<file path="src/rtl/lcd_regif_pkg.sv">
package lcd_regif_pkg;
   localparam int DATA_W = 32;

   localparam logic [DATA_W-1:0] CTRL_FREE_MASK = 32'h01cff300;
   localparam logic [DATA_W-1:0] CTRL_ONES      = 32'hfe000c34;
   localparam logic [DATA_W-1:0] TIM0_ONES      = 32'h0000000f;
   localparam logic [DATA_W-1:0] TIM2_ONES      = 32'hfc000000;
   localparam logic [DATA_W-1:0] SUB_KEEP_MASK  = 32'ha1ffffff;

   localparam int OFS_CTRL = 'h00;
   localparam int OFS_TIM0 = 'h04;
   localparam int OFS_TIM1 = 'h08;
   localparam int OFS_TIM2 = 'h0c;
   localparam int OFS_STAT = 'h10;
   localparam int OFS_SUB  = 'h14;

   // load mode value that keeps frame-done untouched when the panel is turned off
   localparam logic [1:0] LM_NO_FRAME = 2'd1;

   typedef struct packed {
      logic [1:0]        load_mode;
      logic              colour;
      logic [1:0]        irq_mask;
      logic              mono;
      logic              on;
      logic [DATA_W-1:0] free;
   } ctrl_t;

   typedef struct packed {
      logic pal_done;
      logic sync_err;
      logic frame_done;
   } stat_t;
endpackage

</file>
<file path="src/rtl/lcd_regif_regs.sv">
module lcd_regif_regs
   import lcd_regif_pkg::*;
#(
   parameter int ADDR_W = 8,
   parameter int DIM_W  = 10
) (
   input  logic                clk,
   input  logic                rst_n,
   input  logic                wr_en,
   input  logic [ADDR_W-1:0]   addr,
   input  logic [DATA_W-1:0]   wdata,
   output ctrl_t               ctrl,
   output logic [DATA_W-1:0]   tim [2],
   output logic [DATA_W-1:0]   tim2,
   output logic [DATA_W-1:0]   sub,
   output logic                on_rise,
   output logic                on_fall,
   output logic                fall_keeps_fd
);
   localparam logic [ADDR_W-1:0] A_CTRL = ADDR_W'(OFS_CTRL);
   localparam logic [ADDR_W-1:0] A_TIM2 = ADDR_W'(OFS_TIM2);
   localparam logic [ADDR_W-1:0] A_SUB  = ADDR_W'(OFS_SUB);

   logic wr_ctrl;
   assign wr_ctrl       = wr_en && (addr == A_CTRL);
   assign on_rise       = wr_ctrl &&  wdata[0] && !ctrl.on;
   assign on_fall       = wr_ctrl && !wdata[0] &&  ctrl.on;
   assign fall_keeps_fd = (wdata[21:20] == LM_NO_FRAME);

   always_ff @(posedge clk or negedge rst_n) begin
      if (!rst_n) begin
         ctrl <= '0;
      end else if (wr_ctrl) begin
         ctrl.load_mode <= wdata[21:20];
         ctrl.colour    <= wdata[7];
         ctrl.irq_mask  <= wdata[4:3];
         ctrl.mono      <= wdata[1];
         ctrl.on        <= wdata[0];
         ctrl.free      <= wdata & CTRL_FREE_MASK;
      end
   end

   // the two timing words share one layout
   for (genvar gi = 0; gi < 2; gi++) begin : g_tim
      localparam logic [ADDR_W-1:0] A_T = ADDR_W'(OFS_TIM0 + 4*gi);
      always_ff @(posedge clk or negedge rst_n) begin
         if (!rst_n)                        tim[gi] <= '0;
         else if (wr_en && (addr == A_T))   tim[gi] <= wdata;
      end
   end

   always_ff @(posedge clk or negedge rst_n) begin
      if (!rst_n) begin
         tim2 <= '0;
         sub  <= '0;
      end else if (wr_en) begin
         if (addr == A_TIM2) tim2 <= wdata;
         if (addr == A_SUB)  sub  <= wdata & SUB_KEEP_MASK;
      end
   end
endmodule

</file>
<file path="src/rtl/lcd_regif_status.sv">
module lcd_regif_status
   import lcd_regif_pkg::*;
(
   input  logic       clk,
   input  logic       rst_n,
   input  logic       on_rise,
   input  logic       on_fall,
   input  logic       fall_keeps_fd,
   input  logic       set_sync,
   input  logic       set_pal,
   input  logic [1:0] irq_mask,
   output stat_t      st,
   output logic       irq
);
   stat_t st_d;

   always_comb begin
      st_d = st;
      if (set_sync)     st_d.sync_err = 1'b1;
      else if (on_fall) st_d.sync_err = 1'b0;

      if (set_pal)      st_d.pal_done = 1'b1;
      else if (on_rise) st_d.pal_done = 1'b0;

      if (on_rise)                         st_d.frame_done = 1'b0;
      else if (on_fall && !fall_keeps_fd)  st_d.frame_done = 1'b1;
   end

   always_ff @(posedge clk or negedge rst_n) begin
      if (!rst_n) st <= '0;
      else        st <= st_d;
   end

   assign irq = st.sync_err
              | (st.frame_done & irq_mask[0])
              | (st.pal_done   & irq_mask[1]);
endmodule

</file>
<file path="src/rtl/lcd_regif_rdmux.sv">
module lcd_regif_rdmux
   import lcd_regif_pkg::*;
#(
   parameter int ADDR_W = 8,
   parameter bit RD_REG = 1'b0
) (
   input  logic              clk,
   input  logic              rst_n,
   input  logic [ADDR_W-1:0] addr,
   input  ctrl_t             ctrl,
   input  logic [DATA_W-1:0] tim [2],
   input  logic [DATA_W-1:0] tim2,
   input  logic [DATA_W-1:0] sub,
   input  stat_t             st,
   output logic [DATA_W-1:0] rdata
);
   logic [DATA_W-1:0] rd_c;

   always_comb begin
      rd_c = '0;
      case (addr)
         ADDR_W'(OFS_CTRL): begin
            rd_c        = ctrl.free | CTRL_ONES;
            rd_c[23]    = rd_c[23] | ctrl.colour;
            rd_c[21:20] = rd_c[21:20] | ctrl.load_mode;
            rd_c[7]     = rd_c[7] | ctrl.colour;
            rd_c[4:3]   = rd_c[4:3] | ctrl.irq_mask;
            rd_c[1]     = rd_c[1] | ctrl.mono;
            rd_c[0]     = rd_c[0] | ctrl.on;
         end
         ADDR_W'(OFS_TIM0): rd_c = tim[0] | TIM0_ONES;
         ADDR_W'(OFS_TIM1): rd_c = tim[1];
         ADDR_W'(OFS_TIM2): rd_c = tim2 | TIM2_ONES;
         ADDR_W'(OFS_STAT): begin
            rd_c[6] = st.pal_done;
            rd_c[2] = st.sync_err;
            rd_c[0] = st.frame_done;
         end
         ADDR_W'(OFS_SUB):  rd_c = sub;
         default:           rd_c = '0;
      endcase
   end

   if (RD_REG) begin : g_flop
      always_ff @(posedge clk or negedge rst_n) begin
         if (!rst_n) rdata <= '0;
         else        rdata <= rd_c;
      end
   end else begin : g_comb
      assign rdata = rd_c;
   end
endmodule

</file>
<file path="src/rtl/lcd_regif.sv">
module lcd_regif
   import lcd_regif_pkg::*;
#(
   parameter int ADDR_W = 8,
   parameter int DIM_W  = 10,
   parameter bit RD_REG = 1'b0
) (
   input  logic              clk,
   input  logic              rst_n,
   input  logic              bus_we,
   input  logic [ADDR_W-1:0] bus_addr,
   input  logic [31:0]       bus_wdata,
   output logic [31:0]       bus_rdata,
   input  logic              fetch_sync_err,
   input  logic              fetch_pal_done,
   output logic              irq
);
   if (ADDR_W < 5 || ADDR_W > 16) begin : g_bad_addr
      $error("lcd_regif: ADDR_W must be within 5..16");
   end
   if (DIM_W != 10) begin : g_bad_dim
      $error("lcd_regif: dimension field is fixed at 10 bits");
   end

   ctrl_t             ctrl_q;
   stat_t             st_q;
   logic [DATA_W-1:0] tim_q [2];
   logic [DATA_W-1:0] tim2_q, sub_q;
   logic              on_rise, on_fall, fall_keeps_fd;

   lcd_regif_regs #(.ADDR_W(ADDR_W), .DIM_W(DIM_W)) u_regs (
      .clk(clk), .rst_n(rst_n), .wr_en(bus_we), .addr(bus_addr), .wdata(bus_wdata),
      .ctrl(ctrl_q), .tim(tim_q), .tim2(tim2_q), .sub(sub_q),
      .on_rise(on_rise), .on_fall(on_fall), .fall_keeps_fd(fall_keeps_fd)
   );

   lcd_regif_status u_status (
      .clk(clk), .rst_n(rst_n), .on_rise(on_rise), .on_fall(on_fall),
      .fall_keeps_fd(fall_keeps_fd), .set_sync(fetch_sync_err), .set_pal(fetch_pal_done),
      .irq_mask(ctrl_q.irq_mask), .st(st_q), .irq(irq)
   );

   lcd_regif_rdmux #(.ADDR_W(ADDR_W), .RD_REG(RD_REG)) u_rdmux (
      .clk(clk), .rst_n(rst_n), .addr(bus_addr), .ctrl(ctrl_q), .tim(tim_q),
      .tim2(tim2_q), .sub(sub_q), .st(st_q), .rdata(bus_rdata)
   );
endmodule

</file>
<file path="config.mk">
export PLATFORM = sky130hd
export DESIGN_NAME = lcd_regif
export DESIGN_NICKNAME = d
export VERILOG_FILES = /design/src/rtl/lcd_regif_pkg.sv /design/src/rtl/lcd_regif_regs.sv /design/src/rtl/lcd_regif_status.sv /design/src/rtl/lcd_regif_rdmux.sv /design/src/rtl/lcd_regif.sv
export SDC_FILE = /design/constraint.sdc
export NUM_CORES = 1
export LEC_CHECK = 0
export BUFFER_PORTS_ARGS = -buffer_cell sky130_fd_sc_hd__buf_2
export CAP_MARGIN = 0
export CORE_MARGIN = 2
export CORE_UTILIZATION = 40
export CTS_CLUSTER_DIAMETER = 100
export CTS_CLUSTER_SIZE = 28
export DETAILED_ROUTE_END_ITERATION = 8
export RECOVER_POWER = 50
export SLEW_MARGIN = 20
export SYNTH_ARGS = -nofsm -noshare
export SYNTH_HDL_FRONTEND = slang
export SYNTH_SLANG_ARGS = --single-unit
</file>
<file path="constraint.sdc">
create_clock -name clk -period 1.7 [get_ports clk]
set_input_delay 0.17 -clock clk [delete_from_list [all_inputs] [get_ports clk]]
set_output_delay 0.17 -clock clk [all_outputs]
set_load 0.01 [all_outputs]
</file>
==> results.json <==
{
  "place_congestion": 0.8010,
  "regArea_mm2": 0.003403,
  "htree_num_levels": 4,
  "grt_overflow_total": 0,
  "yosys.area.top_type": "dfrtp_1",
  "mostFrequentLayoutCell": "dfrtp_1",
  "start_util": 0.4100,
  "tightest_slew_ns": 1.168,
  "critical_path.slowest_cell": "dfrtp_1",
  "finalSetupTns_ns": -0.005422,
  "cp-start-kind": "flip-flop",
  "grt_pass1_vias": 4804,
  "yosys.area.top_type_share": 0.5440,
  "hold_depth": 3,
  "crit_chain": "o211ai_1, o21ai_1, a221o_1, buf_6",
  "p_leak_uw": 0.004281,
  "path_clk_slew_ns": 0.06,
  "antenna_cells": 0,
  "crit_fanout": 2,
  "status": "finished with violations",
  "hold_ws_ns": 0.02082,
  "drive_above_1_share": 0.3083,
  "io_buffers": 77,
  "grt_pass1_wl_um": 25950,
  "drt_iter0_drc": 291,
  "ys.warnings.count": 0,
  "die-area_mm2": 0.01666,
  "clock_sinks": 136,
  "syn_inst": 492,
  "cp_top_family": "compound AO/OA/AOI/OAI gates",
  "postSynth.asyncResetShare": 1.000,
  "gr-usage-all-layers": 0.2071,
  "yosysUniqueCellTypes": 42,
  "arrival_ns": 1.54,
  "cp.required_ns": 1.53,
  "dieWidth_um": 129.1,
  "ys_seq_elements": 136,
  "worst_slack_ns": -0.005422,
  "ff2ff_path_depth": 4,
  "dpl.hpwl_um": 10970,
  "die_y_um": 129.1,
  "syn2layout_area_growth_pct": 30.78,
  "setup_viol": 1,
  "clock_latency_ns": 0.42,
  "core-area_mm2": 0.01526,
  "syn_nets": 537,
  "hold_violations": 0,
  "routed_via_density": 5.213,
  "vias": 4499,
  "finalWirelength_um": 16060,
  "maxCapViolCount": 0,
  "cts_root_buf": "clkbuf_16",
  "critical_path_buf_inv_count": 1,
  "pin_count": 78,
  "cts_tree": "done",
  "synth_edf_count": 0,
  "critical_path_class": "flip-flop to primary output",
  "slew_headroom": 0.2211,
  "hold_class": "input pin to flip-flop",
  "violations": "negative setup slack",
  "synth_ff_type": "dfrtp_1",
  "wl_per_cell_um": 18.61,
  "std_cell_rows": 45,
  "yosysSeqAreaShare": 0.5440,
  "powerDensity_mw_per_mm2": 957.3,
  "grt_max_degree": 47,
  "drv_slew": 0,
  "period_share": 1.003,
  "max_stage_delay_ns": 0.38,
  "nets": 684,
  "clockBufferDepth": 2,
  "ir_worst_vdd_mv": 0.7082,
  "clock_skew_ns": 0.003356,
  "post_synth.cell_area_avg_um2": 12.72,
  "rsz0062_at_grt": "yes",
  "min_period_ns": 1.705,
  "max_freq_ghz": 0.5864,
  "final.fill_count": 1251,
  "ant_nets": 0,
  "final_cell_mix": "dfrtp_1, mux2_1, nand2_1",
  "endpoint_kind": "primary output",
  "multi_input_area_mm2": 0.002710,
  "drc": 0,
  "drt_first_pass_iters": 6,
  "synthesis.area_mm2": 0.006256,
  "synthTopCellsByArea": "dfrtp_1, mux2_1, nand2_1, mux2_4, mux2i_1",
  "worstSetupPathDepth": 4,
  "cts_made_buffers": 17,
  "antenna_found_initial": 0
}
-- state kept, by name, indices dropped and copies added (netlist names) --
| register | cells |
|---|---|
| u_regs.tim2 | 26 |
| u_regs.ctrl | 20 |
| u_regs.tim | 60 |
| u_status.st | 3 |
| u_regs.sub | 27 |
-- worst min-delay path, delay by kind of cell --
| family | cells | cell delay, ns |
|---|---|---|
| buffers and inverters | 1 | 0.12 |
| and+or+nand+nor | 2 | 0.12 |
-- cells in the mapped netlist (2+ instances only) --
library cell and instances:
dfrtp_1 136, mux2_1 94, nand2_1 84, mux2_4 20
mux2i_1 17, a221o_1 15, buf_2 14, a22oi_1 10
clkbuf_1 8, o21ai_1 8, o221ai_1 8, o2bb2ai_1 8
nand2b_1 7, nor2_1 6, inv_1 5, buf_6 4
a21oi_1 3, a221oi_1 3, a32o_1 3, and3_1 3
buf_1 3, a21o_1 2, a22o_1 2, and2_1 2
buf_4 2, nand2_4 2, nand3_1 2, nand3b_1 2
nor2b_1 2, nor3_1 2, nor4_2 2, o21bai_1 2
o22ai_1 2
-- power breakdown --
group | switching [uW] | leakage (uW) | internal (uW)
registers | 83.0 | 0.00187 | 3390
clock network | 1360 | 0.000296 | 2490
logic | 266 | 0.00212 | 247
-- cell families after synthesis --
family,count (synthesis),share of synthesized area
AND/OR/NAND/NOR,120,0.09220
multiplexers,131,0.2444
AO/OA/AOI/OAI,69,0.08900
flip-flops,136,0.5440
buffers and inverters,36,0.03040
-- stage by stage --
stage               setup WS [ns]  area [um^2]  utilization  cells  total power, uW
global route              -0.1160         8182       0.5362    863             8157
detailed placement       -0.09025         7238       0.4744    802             3993
finish                  -0.005422         8182       0.5362    863             7832
CTS                      -0.05637         8120       0.5322    857             7920
floorplan                  0.1166         6256            -    492             3719
global placement         -0.05083         7238       0.4744    802             3968
-- per-layer routing --
layer	share of wire	up-vias	track usage
met2	0.47	132	0.3240
met4	0.011	0	0.05882
met1	0.48	2278	0.2843
met3	0.047	12	0.05822
li1	-	2077	-
met5	0	-	0
-- final timing paths --
kind                                             start                          end  slack [ns]
max                        u_regs.ctrl[23]$_DFFE_PN0P_                bus_rdata[23]      -0.005
min                                      bus_wdata[24]  u_regs.ctrl[24]$_DFFE_PN0P_        0.02
max reg2reg                 u_status.st[0]$_DFFE_PN0P_   u_status.st[0]$_DFFE_PN0P_        0.72
min reg2reg                u_regs.ctrl[19]$_DFFE_PN0P_  u_regs.ctrl[19]$_DFFE_PN0P_        0.46
max in group asynchronous                        rst_n  u_regs.ctrl[12]$_DFFE_PN0P_        0.18
min in group asynchronous                        rst_n   u_regs.tim[27]$_DFFE_PN0P_        0.52
-- layout make-up --
class                           count  share of cell area
Tap cell                          211             0.03227
Timing Repair Buffer              159              0.1422
Multi-Input combinational cell    320              0.3312
Clock buffer                       20             0.05460
Clock inverter                     12             0.02141
Inverter                            5            0.002294
Sequential cell                   136              0.4160
-- what timing repair did --
item,4_1_cts,5_1_grt
hold endpoints to repair,73,1
pin swaps,2,8
buffers inserted,2,5
hold buffers,21,1
gates resized for setup,6,22
endpoints found under the setup margin,27,29
Note: power is estimated with default switching activity, not from simulation.
